===== config.mk =====
export PLATFORM = sky130hd
export DESIGN_NAME = lat_accum_top
export DESIGN_NICKNAME = d
export VERILOG_FILES = /design/src/rtl/lat_pkg.sv /design/src/rtl/lat_occ_track.sv /design/src/rtl/lat_accum.sv /design/src/rtl/lat_regs.sv /design/src/rtl/lat_accum_top.sv
export SDC_FILE = /design/constraint.sdc
export NUM_CORES = 1
export LEC_CHECK = 0
export BUFFER_PORTS_ARGS = -buffer_cell sky130_fd_sc_hd__buf_2
export CAP_MARGIN = 20
export CORE_ASPECT_RATIO = 1.5
export CORE_MARGIN = 2
export CORE_UTILIZATION = 49
export DETAILED_ROUTE_END_ITERATION = 8
export PLACE_DENSITY = 0.9
export SKIP_CTS_REPAIR_TIMING = 1
export SLEW_MARGIN = 20
export SYNTH_ARGS = -nofsm -noshare
export SYNTH_HDL_FRONTEND = slang
export SYNTH_HIERARCHICAL = 1
export SYNTH_SLANG_ARGS = --single-unit

===== constraint.sdc =====
create_clock -name clk -period 2.3 [get_ports clk]
set_input_delay 0.23 -clock clk [delete_from_list [all_inputs] [get_ports clk]]
set_output_delay 0.23 -clock clk [all_outputs]
set_load 0.05 [all_outputs]

===== src/rtl/lat_pkg.sv =====
package lat_pkg;
  localparam int unsigned DATA_W = 64;
  localparam int unsigned EN_BIT = 26;

  typedef enum logic [1:0] {
    SEL_NONE = 2'd0,
    SEL_CTL  = 2'd1,
    SEL_CNT  = 2'd2
  } reg_sel_e;
endpackage


===== src/rtl/lat_occ_track.sv =====
module lat_occ_track #(
  parameter int unsigned OCC_W = 5
) (
  input  logic             clk,
  input  logic             rst_n,
  input  logic             alloc_i,
  input  logic             dealloc_i,
  output logic [OCC_W-1:0] occ_o
);
  localparam logic [OCC_W-1:0] OCC_MAX = {OCC_W{1'b1}};

  logic [OCC_W-1:0] occ_q;

  always_ff @(posedge clk) begin
    if (!rst_n) begin
      occ_q <= '0;
    end else if (alloc_i && !dealloc_i && occ_q != OCC_MAX) begin
      occ_q <= occ_q + 1'b1;
    end else if (dealloc_i && !alloc_i && occ_q != '0) begin
      occ_q <= occ_q - 1'b1;
    end
  end

  assign occ_o = occ_q;

  // both pulses together keep the count
  a_r5_both_hold: assert property (@(posedge clk) disable iff (!rst_n)
    (alloc_i && dealloc_i) |=> $stable(occ_q));
  // no underflow below zero
  a_r6_floor: assert property (@(posedge clk) disable iff (!rst_n)
    (occ_q == '0 && dealloc_i && !alloc_i) |=> (occ_q == '0));
  // no overflow past the maximum
  a_r6_ceiling: assert property (@(posedge clk) disable iff (!rst_n)
    (occ_q == OCC_MAX && alloc_i && !dealloc_i) |=> (occ_q == OCC_MAX));
endmodule


===== src/rtl/lat_accum.sv =====
module lat_accum #(
  parameter int unsigned OCC_W = 5
) (
  input  logic                      clk,
  input  logic                      rst_n,
  input  logic                      en_i,
  input  logic [OCC_W-1:0]          occ_i,
  input  logic                      load_i,
  input  logic [lat_pkg::DATA_W-1:0] load_val_i,
  output logic [lat_pkg::DATA_W-1:0] acc_o
);
  import lat_pkg::*;

  logic [DATA_W-1:0] acc_q;
  logic [DATA_W-1:0] weight;

  assign weight = {{(DATA_W-OCC_W){1'b0}}, occ_i};

  always_ff @(posedge clk) begin
    if (!rst_n) begin
      acc_q <= '0;
    end else if (load_i) begin
      acc_q <= load_val_i;
    end else if (en_i) begin
      acc_q <= acc_q + weight;
    end
  end

  assign acc_o = acc_q;

  // frozen while disabled
  a_r7_freeze: assert property (@(posedge clk) disable iff (!rst_n)
    (!en_i && !load_i) |=> $stable(acc_q));
  // a load takes the written value
  a_r8_load: assert property (@(posedge clk) disable iff (!rst_n)
    load_i |=> (acc_q == $past(load_val_i)));
  // enabled cycle adds the in-flight count
  a_r4_add: assert property (@(posedge clk) disable iff (!rst_n)
    (en_i && !load_i) |=> (acc_q - $past(acc_q) == $past(weight)));
endmodule


===== src/rtl/lat_regs.sv =====
module lat_regs #(
  parameter int unsigned ADDR_W    = 4,
  parameter int unsigned BASE_ADDR = 8
) (
  input  logic                       clk,
  input  logic                       rst_n,
  input  logic [ADDR_W-1:0]          addr_i,
  input  logic                       wr_i,
  input  logic [lat_pkg::DATA_W-1:0] wdata_i,
  input  logic [lat_pkg::DATA_W-1:0] acc_i,
  output logic                       en_o,
  output logic                       load_o,
  output logic [lat_pkg::DATA_W-1:0] load_val_o,
  output logic [lat_pkg::DATA_W-1:0] rdata_o
);
  import lat_pkg::*;

  localparam logic [ADDR_W-1:0] CTL_A = ADDR_W'(BASE_ADDR);
  localparam logic [ADDR_W-1:0] CNT_A = ADDR_W'(BASE_ADDR + 1);

  reg_sel_e sel;
  logic     en_q;

  always_comb begin
    if (addr_i == CTL_A)      sel = SEL_CTL;
    else if (addr_i == CNT_A) sel = SEL_CNT;
    else                      sel = SEL_NONE;
  end

  always_ff @(posedge clk) begin
    if (!rst_n) begin
      en_q <= 1'b0;
    end else if (wr_i && sel == SEL_CTL) begin
      en_q <= wdata_i[EN_BIT];
    end
  end

  always_comb begin
    rdata_o = '0;
    case (sel)
      SEL_CTL: rdata_o[EN_BIT] = en_q;
      SEL_CNT: rdata_o = acc_i;
      default: rdata_o = '0;
    endcase
  end

  assign en_o       = en_q;
  assign load_o     = wr_i && (sel == SEL_CNT);
  assign load_val_o = wdata_i;

  // enable follows the written bit
  a_r2_ctl_write: assert property (@(posedge clk) disable iff (!rst_n)
    (wr_i && sel == SEL_CTL) |=> (en_q == $past(wdata_i[EN_BIT])));
  // writes elsewhere leave the enable alone
  a_r10_unmapped: assert property (@(posedge clk) disable iff (!rst_n)
    (wr_i && sel == SEL_NONE) |=> $stable(en_q));
endmodule


===== src/rtl/lat_accum_top.sv =====
module lat_accum_top #(
  parameter int unsigned ADDR_W    = 4,
  parameter int unsigned BASE_ADDR = 8,
  parameter int unsigned OCC_W     = 5
) (
  input  logic              clk,
  input  logic              rst_n,
  input  logic              alloc_i,
  input  logic              dealloc_i,
  input  logic [ADDR_W-1:0] reg_addr_i,
  input  logic              reg_wr_i,
  input  logic [63:0]       reg_wdata_i,
  output logic [63:0]       reg_rdata_o
);
  import lat_pkg::*;

  logic [OCC_W-1:0]  occ;
  logic              en;
  logic              load;
  logic [DATA_W-1:0] load_val;
  logic [DATA_W-1:0] acc;

  lat_occ_track #(.OCC_W(OCC_W)) u_occ (
    .clk(clk), .rst_n(rst_n), .alloc_i(alloc_i), .dealloc_i(dealloc_i),
    .occ_o(occ)
  );

  lat_regs #(.ADDR_W(ADDR_W), .BASE_ADDR(BASE_ADDR)) u_regs (
    .clk(clk), .rst_n(rst_n), .addr_i(reg_addr_i), .wr_i(reg_wr_i),
    .wdata_i(reg_wdata_i), .acc_i(acc), .en_o(en), .load_o(load),
    .load_val_o(load_val), .rdata_o(reg_rdata_o)
  );

  lat_accum #(.OCC_W(OCC_W)) u_acc (
    .clk(clk), .rst_n(rst_n), .en_i(en), .occ_i(occ), .load_i(load),
    .load_val_i(load_val), .acc_o(acc)
  );

  // everything idle just after reset
  a_r1_reset: assert property (@(posedge clk)
    !rst_n |=> (acc == '0 && !en && occ == '0));
endmodule


# After elaboration in Yosys (flattened, before gate mapping)
# Index checks and enable logic that the tools add are counted.
# Widths: inputs -> output; s select.
# totals
regBits	70
wordCells	31
# op_classes
n_addsub	3
eq_ne	5
muxes	9
reduce_logical	11
# op_table
operator	count
$mux 64	2
$add 64x5->64	1
$mux 37	1
$mux 26	1
$mux 5	2
$eq 4x4->1 const B	2
$logic_and 1x1->1	6
$add 5x1->5 const B	1
$ne 5x5->1 const B	1
$reduce_bool 5->1	1
$sub 5x1->5 const B	1
$mux 2	2
$reduce_bool 2->1	2
$eq 2x1->1 const B	1
$eq 2x2->1 const B	1
$logic_not 1->1	2
$pmux 1 s2	1

# Depth between registers and ports, before layout
# Gate-level depths: netlist (run 1).
# depth
ltp_word	6
ltp_mapped	9
depth_no_buf	8

# Cells and area by module
# Netlist (run 1), hierarchy kept.
# modules_own_cells
mod	instances	cells_per_inst	area_each_um2
lat_accum	1	448	3724.8
lat_regs	1	144	1042.2
lat_occ_track	1	38	370.4

# Worst setup path before layout (run 1)
# No wires, ideal clock.
# synth_timing
kind	register -> register
from	reg u_occ.occ_q[0], in the netlist u_occ/occ_o[0]
to	reg u_acc.acc_q[46], in the netlist u_acc/acc_o[46]
t_arrival_ps	2323
path_slack_ps	-145
path_stages_with_launch	9
n_path_buf	1
path_cell_list	dfxtp_1 -> ha_1 -> fa_1 -> a211o_1 -> a21oi_1 -> or4b_1 -> buf_6 -> nor3_1 -> o311a_1
# synth_via
elab_chain_cells	3
# synth_lines
element	line_no	source
start: declaration	lat_occ_track.sv:12	logic [OCC_W-1:0] occ_q;
start signal: assignment	lat_occ_track.sv:18	occ_q <= occ_q + 1'b1;
start signal: assignment	lat_occ_track.sv:20	occ_q <= occ_q - 1'b1;
$add 64x5->64	lat_accum.sv:25	acc_q <= acc_q + weight;
$mux 64	lat_accum.sv:24	end else if (en_i) begin
$mux 64	lat_accum.sv:22	end else if (load_i) begin
end signal: assignment	lat_accum.sv:23	acc_q <= load_val_i;
end signal: assignment	lat_accum.sv:25	
end: declaration	lat_accum.sv:14	logic [DATA_W-1:0] acc_q;
# Every way passes these cells. The select of a mux whose other input is x is not followed.
# A chain may end at the register's enable or synchronous reset.

# Final worst setup path (run 1)
# layout_timing
from	reg u_acc.acc_q[0], in the netlist u_acc/acc_o[0]
to	reg u_acc.acc_q[48], in the netlist u_acc/acc_o[48]
# layout_via
elab_chain_cells	3
# layout_lines
element	line_no
$add 64x5->64	lat_accum.sv:25
$mux 64	lat_accum.sv:24
$mux 64	lat_accum.sv:22
# Every way passes these cells. The select of a mux whose other input is x is not followed.

==> impl_metrics.ini, run 1 <==
[worst_setup_path]
crit_path_end_kind = register
critical_path_required_ns = 2.52
arrival_ns = 2.48
worstSetupPathType = reg -> reg
cp_max_fo = 6
worstSetupStartpointType = register

[grt]
grt_max_degree = 73
grt_usage = 0.248
grt.overflow.total = 0
first_global_vias = 4699
grt_pass1_wl_mm = 22.1
antenna_found_initial = 1

[final_layout]
area_growth_pct = 21.4
finalNetCount = 823
multiInputGateArea_um2 = 3150
drive_gt1_frac = 0.338
n_fill_cell = 861
regArea_um2 = 1400

[hold_path]
hp-class = in -> reg

[floorplanning]
die_y_um = 129
rows = 45
coreArea_um2 = 10200
start_util = 0.504
dieArea_um2 = 11300
die_w_um = 87.6
io_pins = 137

[synthesis]
synthTopCellsByCount = and2_1, dfxtp_1, buf_4, a21oi_1, o21ai_0
netlist_instances = 630
ys_dominant_reg_cell = dfxtp_1
ys_types = 55
synth_edf_count = 0
post_synth.cell_area_avg_um2 = 8.15
synth_area_leaders = dfxtp_1, buf_4, and2_1
synth_nets = 713
synth_warnings = 6
ys_seq_area_frac = 0.273
ys_seq_elements = 70
netlist_area_um2 = 5140
synth_top_area_frac = 0.273
synth.most_common_cell = and2_1
yosysTopAreaCell = dfxtp_1
async_flop_share = 0

[clock_network]
clk_pin_slew_ns = 0.06
cts_tree = built
cts-htree-levels = 3
clockBufferDepth = 2
clk_latency_ns = 0.34
numCtsBuffers = 9
cts_root_buf = clkbuf_16
cts.sinks = 70

[sta]
fin_crit_ns = 2.26
rsz0062_at_grt = yes
timing.fmax_mhz = 442
setup_viol = 0
max_slew_margin = 0.633
slew_violations = 0
finalHoldViolCount = 0
fin_crit_sh = 0.983
worst_pin_slew_ns = 0.550
fin_ws_ns = 0.0387
finClkSkew_ns = 0.00552

[run]
maxCapViolCount = 0

[placed_design]
io_buffers = 136
preCtsSetupSlack_ns = -0.00863
hpwl_mm = 10.2
gp_congestion = 0.867

[routing]
vias = 4934
wl_per_cell_um = 16.2
drt-initial-drc-count = 370
first_pass_iters = 5
drcViolationCount = 0
via_per_inst = 5.56
postRouteAntennaNets = 0
routed_wl_mm = 14.3

[run_status]
status = finished, final reports clean

[power_and_ir_drop]
power_density_nw_per_um2 = 511
p_leak_nw = 2.72
max-vdd-ir-drop_mv = 0.407
finalPower_w = 0.00319
==> kinds of logic (layout without fill, tap and decap cells) <==
| group | Yosys count | count (layout) | synth area share |
|---|---|---|---|
| other | 0 | 1 | 0 |
| XOR/XNOR | 60 | 60 | 0.102 |
| AND/OR/NAND/NOR | 225 | 225 | 0.267 |
| buffers and inverters | 105 | 220 | 0.136 |
| multiplexers | 8 | 8 | 0.0156 |
| AO/OA/AOI/OAI | 152 | 152 | 0.179 |
| adder cells (fa/ha/maj) | 10 | 10 | 0.0273 |
| flip-flops | 70 | 70 | 0.273 |
==> sequential cells by signal, summed over array words and instances, names as in the netlist <==
| register | flops |
|---|---|
| u_occ/occ_o | 5 |
| u_regs/en_o | 1 |
| u_acc/acc_o | 64 |
==> through the flow <==
| stage | hold slack [ns] | util | instances | instance area (um^2) | setup TNS, ns |
|---|---|---|---|---|---|
| after floorplan | 0.369 | - | 630 | 5150 | 0 |
| after global placement | 0.458 | 0.567 | 865 | 5770 | 0 |
| after detailed placement | 0.463 | 0.567 | 865 | 5770 | -0.0127 |
| after CTS | 0.103 | 0.596 | 881 | 6080 | -0.114 |
| after global routing | 0.108 | 0.612 | 887 | 6230 | -0.0728 |
| final | 0.110 | 0.612 | 887 | 6230 | 0 |
==> cell usage in the layout (no fill, tap or decap), types with 9 or more instances in the layout <==
cell type,Yosys,routed
a21oi_1,63,61
and2_1,71,71
buf_2,2,136
buf_4,65,56
clkbuf_16,0,9
dfxtp_1,70,68
nand2_1,35,35
nand3_1,25,25
nand4_1,15,15
nor2_1,16,15
nor3_1,15,14
o21ai_0,55,55
xnor2_1,41,41
xor2_1,19,19
==> worst max-delay path: stages (launching register included) <==
cell     delay [ns]
dfxtp_2        0.36
ha_4           0.16
fa_2           0.20
a211o_1        0.18
a21oi_4        0.10
or4b_4         0.50
buf_8          0.16
nor3_4         0.22
xnor2_1        0.15
a21oi_1        0.10
==> power by group <==
group,internal (W),switching [W],leakage (nW)
registers,0.00126,0.0000433,0.568
logic,0.000230,0.000245,2.00
clock network,0.000892,0.000521,0.152
==> metal layers <==
layer,vias to the layer above,wire [um],global-route usage
li1,2366,-,-
met1,2315,5730,0.288
met2,220,7340,0.432
met3,33,878,0.0478
met4,0,395,0.113
met5,-,0,0
==> area by class of cell <==
cell class,count,share of cell area
multi-input combinational,455,0.506
sequential,70,0.225
timing repair buffer,196,0.187
clock buffer,12,0.0411
tap,141,0.0283
clock inverter,4,0.00722
inverter,8,0.00482
antenna,1,0.000401
==> final timing paths <==
| kind | start | slack (ns) | end | cells after the start |
|---|---|---|---|---|
| worst max-delay path | u_acc/acc_o[0] | 0.04 | u_acc/acc_o[48] | 9 |
| worst min register to register | u_acc/acc_o[30] | 0.59 | u_acc/acc_o[30] | 2 |
| worst min-delay path | reg_wdata_i[5] | 0.11 | u_acc/acc_o[5] | 2 |
| worst max register to register | u_acc/acc_o[0] | 0.04 | u_acc/acc_o[48] | 9 |
Power figures use the tool's default switching activity.
==> run 2: changes to the inputs <==
--- a/config.mk
+++ b/config.mk
@@ -9,9 +9,10 @@
 export CAP_MARGIN = 20
 export CORE_ASPECT_RATIO = 1.5
 export CORE_MARGIN = 2
-export CORE_UTILIZATION = 49
+export CORE_UTILIZATION = 50
+export CTS_BUF_LIST = sky130_fd_sc_hd__clkbuf_8
 export DETAILED_ROUTE_END_ITERATION = 8
-export PLACE_DENSITY = 0.9
+export PLACE_DENSITY = 0.91
 export SKIP_CTS_REPAIR_TIMING = 1
 export SLEW_MARGIN = 20
 export SYNTH_ARGS = -nofsm -noshare
==> run 2 against run 1 <==
The flow now finishes with violations (negative setup slack). Count of clock-buffer cells in the layout decreased by 2. Final area decreased by 3.0%. Sequential power about the same. Clock power decreased by 40%. Die area decreased by 1.9%. Critical path type unchanged. Largest power group is now registers. Highest routed layer unchanged.
==> impl_metrics.ini, run 2 (synthesis gave the netlist of run 1 again) <==
[hold_path]
hold_depth = 2
min_delay_worst_endpoint = u_acc/acc_o[1]
hp-class = in -> reg
worstHoldStart = reg_wdata_i[1]

[worst_setup_path]
crit_path_end_kind = register
cp_top_family = compound AO/OA/AOI/OAI gates
critPathSlowestCell = fa_2
cp_num_buf_inv = 1
critical_path_required_ns = 2.54
cpPeakStageDelay_ns = 0.41
crit_path_start = u_occ/occ_o[0]
path_cells = ha_4, fa_2, a211o_1, a21oi_4, or4b_1, buf_6, nor3_1, o311a_1
timing.rr.start = u_occ/occ_o[0]
cp_max_fo = 6
arrival_ns = 2.55
ff2ff_path_depth = 8
worstSetupPathType = reg -> reg
reg2reg_slack_ns = -0.0009
r2r-end = u_acc/acc_o[46]
worstSetupStartpointType = register

[routing]
via_per_inst = 5.64
vias = 4836
postRouteAntennaNets = 0
drcViolationCount = 0
routed_wl_mm = 13.7
first_pass_iters = 5
drt-initial-drc-count = 343
wl_per_cell_um = 16.0

[final_layout]
regArea_um2 = 1400
mostFrequentLayoutCell = buf_2
utilization = 0.600
layoutNonFillerInstCount = 857
n_fill_cell = 866
area_growth_pct = 17.7
final_cell_mix = buf_2, and2_1, dfxtp_1, a21oi_1, o21ai_0
multiInputGateArea_um2 = 3170
finalNetCount = 818
drive_gt1_frac = 0.331
num_antenna_cells = 0
largest_reg_flops = 64

[run]
maxCapViolCount = 0

[sta]
finClkSkew_ns = 0.0122
max_slew_margin = 0.665
timing.fmax_mhz = 435
finalHoldViolCount = 0
fin_crit_sh = 1.00
fin_crit_ns = 2.30
setup_viol = 1
worst_pin_slew_ns = 0.503
fin_setup_tns_ns = -0.000898
fin_ws_ns = -0.000898
whs_ns = 0.0952
rsz0062_at_grt = yes
slew_violations = 0

[clock_network]
cts_root_buf = clkbuf_8
clk_latency_ns = 0.36
cts_tree = built
numCtsBuffers = 9
clockBufferDepth = 2
cts-htree-levels = 3
clk_pin_slew_ns = 0.07
cts.sinks = 70

[grt]
first_global_vias = 4628
grt_max_degree = 83
antenna_found_initial = 0
grt_usage = 0.245
grt.overflow.total = 0
grt_pass1_wl_mm = 21.7

[power_and_ir_drop]
max-vdd-ir-drop_mv = 0.288
power_density_nw_per_um2 = 432
p_leak_nw = 2.61

[floorplanning]
die_y_um = 128
start_util = 0.510
dieArea_um2 = 11100
die_w_um = 86.8
coreArea_um2 = 10100
rows = 45
io_pins = 137

[run_status]
failed_checks = negative setup slack
status = finished with violations

[placed_design]
hpwl_mm = 10.0
dp.cells = 833
io_buffers = 136
gp_congestion = 0.903
-- run 2: changes by cell type in the layout (fill, tap and decap cells not counted), sizes merged --
cell and delta:
buf -5, bufinv -1, clkbuf -2, clkinv -2, diode -1, inv +5
-- run 2: worst max path at each step --
stage                            to  slack [ns]  cells after the start
floorplan           u_acc/acc_o[21]        0.03                      7
global route        u_acc/acc_o[61]       -0.11                      7
global placement    u_acc/acc_o[56]       0.005                      8
CTS                 u_acc/acc_o[58]       -0.13                      8
detailed placement  u_acc/acc_o[40]        -0.1                      8
finish              u_acc/acc_o[46]     -0.0009                      8
-- run 2: power breakdown --
part	switching (W)	total, W	internal [W]
combinational	0.000238	0.000467	0.000230
sequential	0.0000439	0.00130	0.00126
clock	0.000444	0.000844	0.000400
-- run 2: metrics by stage --
stage | worst slack [ns] | cell area (um^2) | total power, W
after floorplan | 0.0325 | 5150 | 0.00166
after global placement | 0.00513 | 5700 | 0.00174
after detailed placement | -0.0985 | 5700 | 0.00175
after CTS | -0.129 | 5860 | 0.00258
after global routing | -0.111 | 6050 | 0.00272
final | -0.000898 | 6050 | 0.00261
-- run 2: routing by layer --
metal,routed length (um),vias up,GRT usage
met5,0,-,0
li1,-,2353,-
met2,7020,188,0.424
met1,5520,2260,0.283
met4,436,0,0.128
met3,770,35,0.0451
-- run 2: layout make-up --
cell class | count | area share
sequential | 70 | 0.232
multi-input combinational | 455 | 0.524
clock buffer | 10 | 0.0228
timing repair buffer | 191 | 0.188
tap | 117 | 0.0242
clock inverter | 6 | 0.00393
inverter | 8 | 0.00497
==> run 3: changes to the inputs <==
--- a/config.mk
+++ b/config.mk
@@ -8,11 +8,13 @@
 export BUFFER_PORTS_ARGS = -buffer_cell sky130_fd_sc_hd__buf_2
 export CAP_MARGIN = 20
 export CORE_ASPECT_RATIO = 1.5
-export CORE_MARGIN = 2
+export CORE_MARGIN = 4
 export CORE_UTILIZATION = 50
 export CTS_BUF_LIST = sky130_fd_sc_hd__clkbuf_8
+export CTS_CLUSTER_DIAMETER = 120
 export DETAILED_ROUTE_END_ITERATION = 8
 export PLACE_DENSITY = 0.91
+export SETUP_SLACK_MARGIN = 0.05
 export SKIP_CTS_REPAIR_TIMING = 1
 export SLEW_MARGIN = 20
 export SYNTH_ARGS = -nofsm -noshare
==> run 3 against run 2 <==
The flow still finishes with violations (negative setup slack). Wire length grew 7.0%. Register-to-register slack got worse by 0.02 ns. Setup slack lost 0.019 ns. Clock skew decreased by 0.0017 ns. Flip-flop and latch count unchanged. Worst hold slack got worse by 0.020 ns. Via count rose by 1.5%. First-iteration DRC count up 6.7%. Total power grew 7.6%. Die area grew 7.9%. Critical endpoint is now u_acc/acc_o[57]. Largest cell class unchanged.
==> impl_metrics.ini, run 3 (synthesis gave the netlist of run 1 again) <==
[run_status]
status = finished with violations
failed_checks = negative setup slack

[clock_network]
cts.sinks = 70
clk_latency_ns = 0.37
cts_tree = built
clk_pin_slew_ns = 0.08
cts_root_buf = clkbuf_8
clockBufferDepth = 2
cts-htree-levels = 3
numCtsBuffers = 9

[final_layout]
mostFrequentLayoutCell = buf_2
n_fill_cell = 848
num_antenna_cells = 0
area_growth_pct = 19.7
final_cell_mix = buf_2, and2_1, dfxtp_1, a21oi_1, o21ai_0
utilization = 0.610
largest_reg_flops = 64
finalNetCount = 823
fin_area_um2 = 6150
layoutNonFillerInstCount = 862
drive_gt1_frac = 0.350

[floorplanning]
dieArea_um2 = 12000
die_w_um = 90.8
coreArea_um2 = 10100
rows = 45
die_y_um = 132
start_util = 0.510
io_pins = 137

[worst_setup_path]
worstSetupPathType = reg -> reg
cp_top_family = compound AO/OA/AOI/OAI gates
cpPeakStageDelay_ns = 0.59
critical_path_required_ns = 2.55
reg2reg_slack_ns = -0.02
path_cells = ha_1, a21o_1, a21oi_2, a2111o_2, nor4_4, xnor2_1, a21oi_1
ff2ff_path_depth = 7
r2r-end = u_acc/acc_o[57]
cp_num_buf_inv = 0
worstSetupStartpointType = register
critPathSlowestCell = a2111o_2
cp_max_fo = 8
crit_path_end_kind = register
arrival_ns = 2.57
timing.rr.start = u_occ/occ_o[3]

[routing]
first_pass_iters = 5
via_per_inst = 5.69
drt-initial-drc-count = 366
vias = 4908
drcViolationCount = 0
postRouteAntennaNets = 0
routed_wl_mm = 14.7
wl_per_cell_um = 17.1

[placed_design]
gp_congestion = 0.918
io_buffers = 136
hpwl_mm = 10.5
dpl_cell_area_um2 = 5730
dp.cells = 840

[grt]
antenna_found_initial = 0
grt.overflow.total = 0
first_global_vias = 4808
grt_max_degree = 107
grt_pass1_wl_mm = 22.7
grt_usage = 0.231

[sta]
finalHoldViolCount = 0
fin_ws_ns = -0.0197
max_slew_margin = 0.539
fin_crit_sh = 1.01
timing.fmax_mhz = 431
finClkSkew_ns = 0.0105
worst_pin_slew_ns = 0.686
whs_ns = 0.0755
slew_violations = 0
rsz0062_at_grt = yes
setup_viol = 2
fin_crit_ns = 2.32

[hold_path]
hold_depth = 2
hp-class = in -> reg
min_delay_worst_endpoint = u_acc/acc_o[31]
worstHoldStart = reg_wdata_i[31]

[power_and_ir_drop]
power_density_nw_per_um2 = 457
p_leak_nw = 2.69
max-vdd-ir-drop_mv = 0.322

[run]
maxCapViolCount = 0
==> run 3: worst reg2reg max path: stages (launching register included) <==
cell	delay, ns
dfxtp_1	0.33
ha_1	0.40
a21o_1	0.17
a21oi_2	0.11
a2111o_2	0.59
nor4_4	0.34
xnor2_1	0.17
a21oi_1	0.09
==> run 3: worst max path at each step <==
stage | end | cells past startpoint | from | slack (ns)
after floorplan | u_acc/acc_o[46] | 8 | u_occ/occ_o[0] | 0.05
after global placement | u_acc/acc_o[44] | 8 | u_occ/occ_o[0] | 0.005
after detailed placement | u_acc/acc_o[40] | 8 | u_occ/occ_o[0] | -0.07
after CTS | u_acc/acc_o[40] | 8 | u_occ/occ_o[0] | -0.09
after global routing | u_acc/acc_o[17] | 8 | u_occ/occ_o[3] | -0.14
final | u_acc/acc_o[57] | 7 | u_occ/occ_o[3] | -0.02
==> run 3: report_power, final <==
group	internal (W)	switching [W]	leakage (nW)
Combinational	0.000222	0.000254	2.01
Sequential	0.00126	0.0000387	0.569
Clock	0.000550	0.000489	0.108
==> run 3: through the flow <==
| step | TNS, ns | setup WS [ns] | total power, W |
|---|---|---|---|
| 2_1_floorplan | 0 | 0.0470 | 0.00166 |
| 3_3_place_gp | 0 | 0.00474 | 0.00174 |
| 3_5_place_dp | -0.227 | -0.0707 | 0.00176 |
| 4_1_cts | -0.438 | -0.0900 | 0.00277 |
| 5_1_grt | -0.852 | -0.137 | 0.00292 |
| 6_report | -0.0248 | -0.0197 | 0.00281 |
==> run 3: layout make-up <==
type | instances | area (um^2) | share of cell area
Tap cell | 117 | 146 | 0.0238
Timing Repair Buffer | 196 | 1160 | 0.189
Clock buffer | 11 | 151 | 0.0246
Clock inverter | 5 | 50.0 | 0.00814
Sequential cell | 70 | 1410 | 0.229
Inverter | 8 | 30.0 | 0.00488
Multi-Input combinational cell | 455 | 3200 | 0.521
==> run 3: per-layer routing <==
metal	global-route usage	up-vias	share of wire
met3	0.0445	41	0.060
met5	0	-	0
met4	0.109	0	0.028
met1	0.261	2299	0.39
li1	-	2362	-
met2	0.415	206	0.53
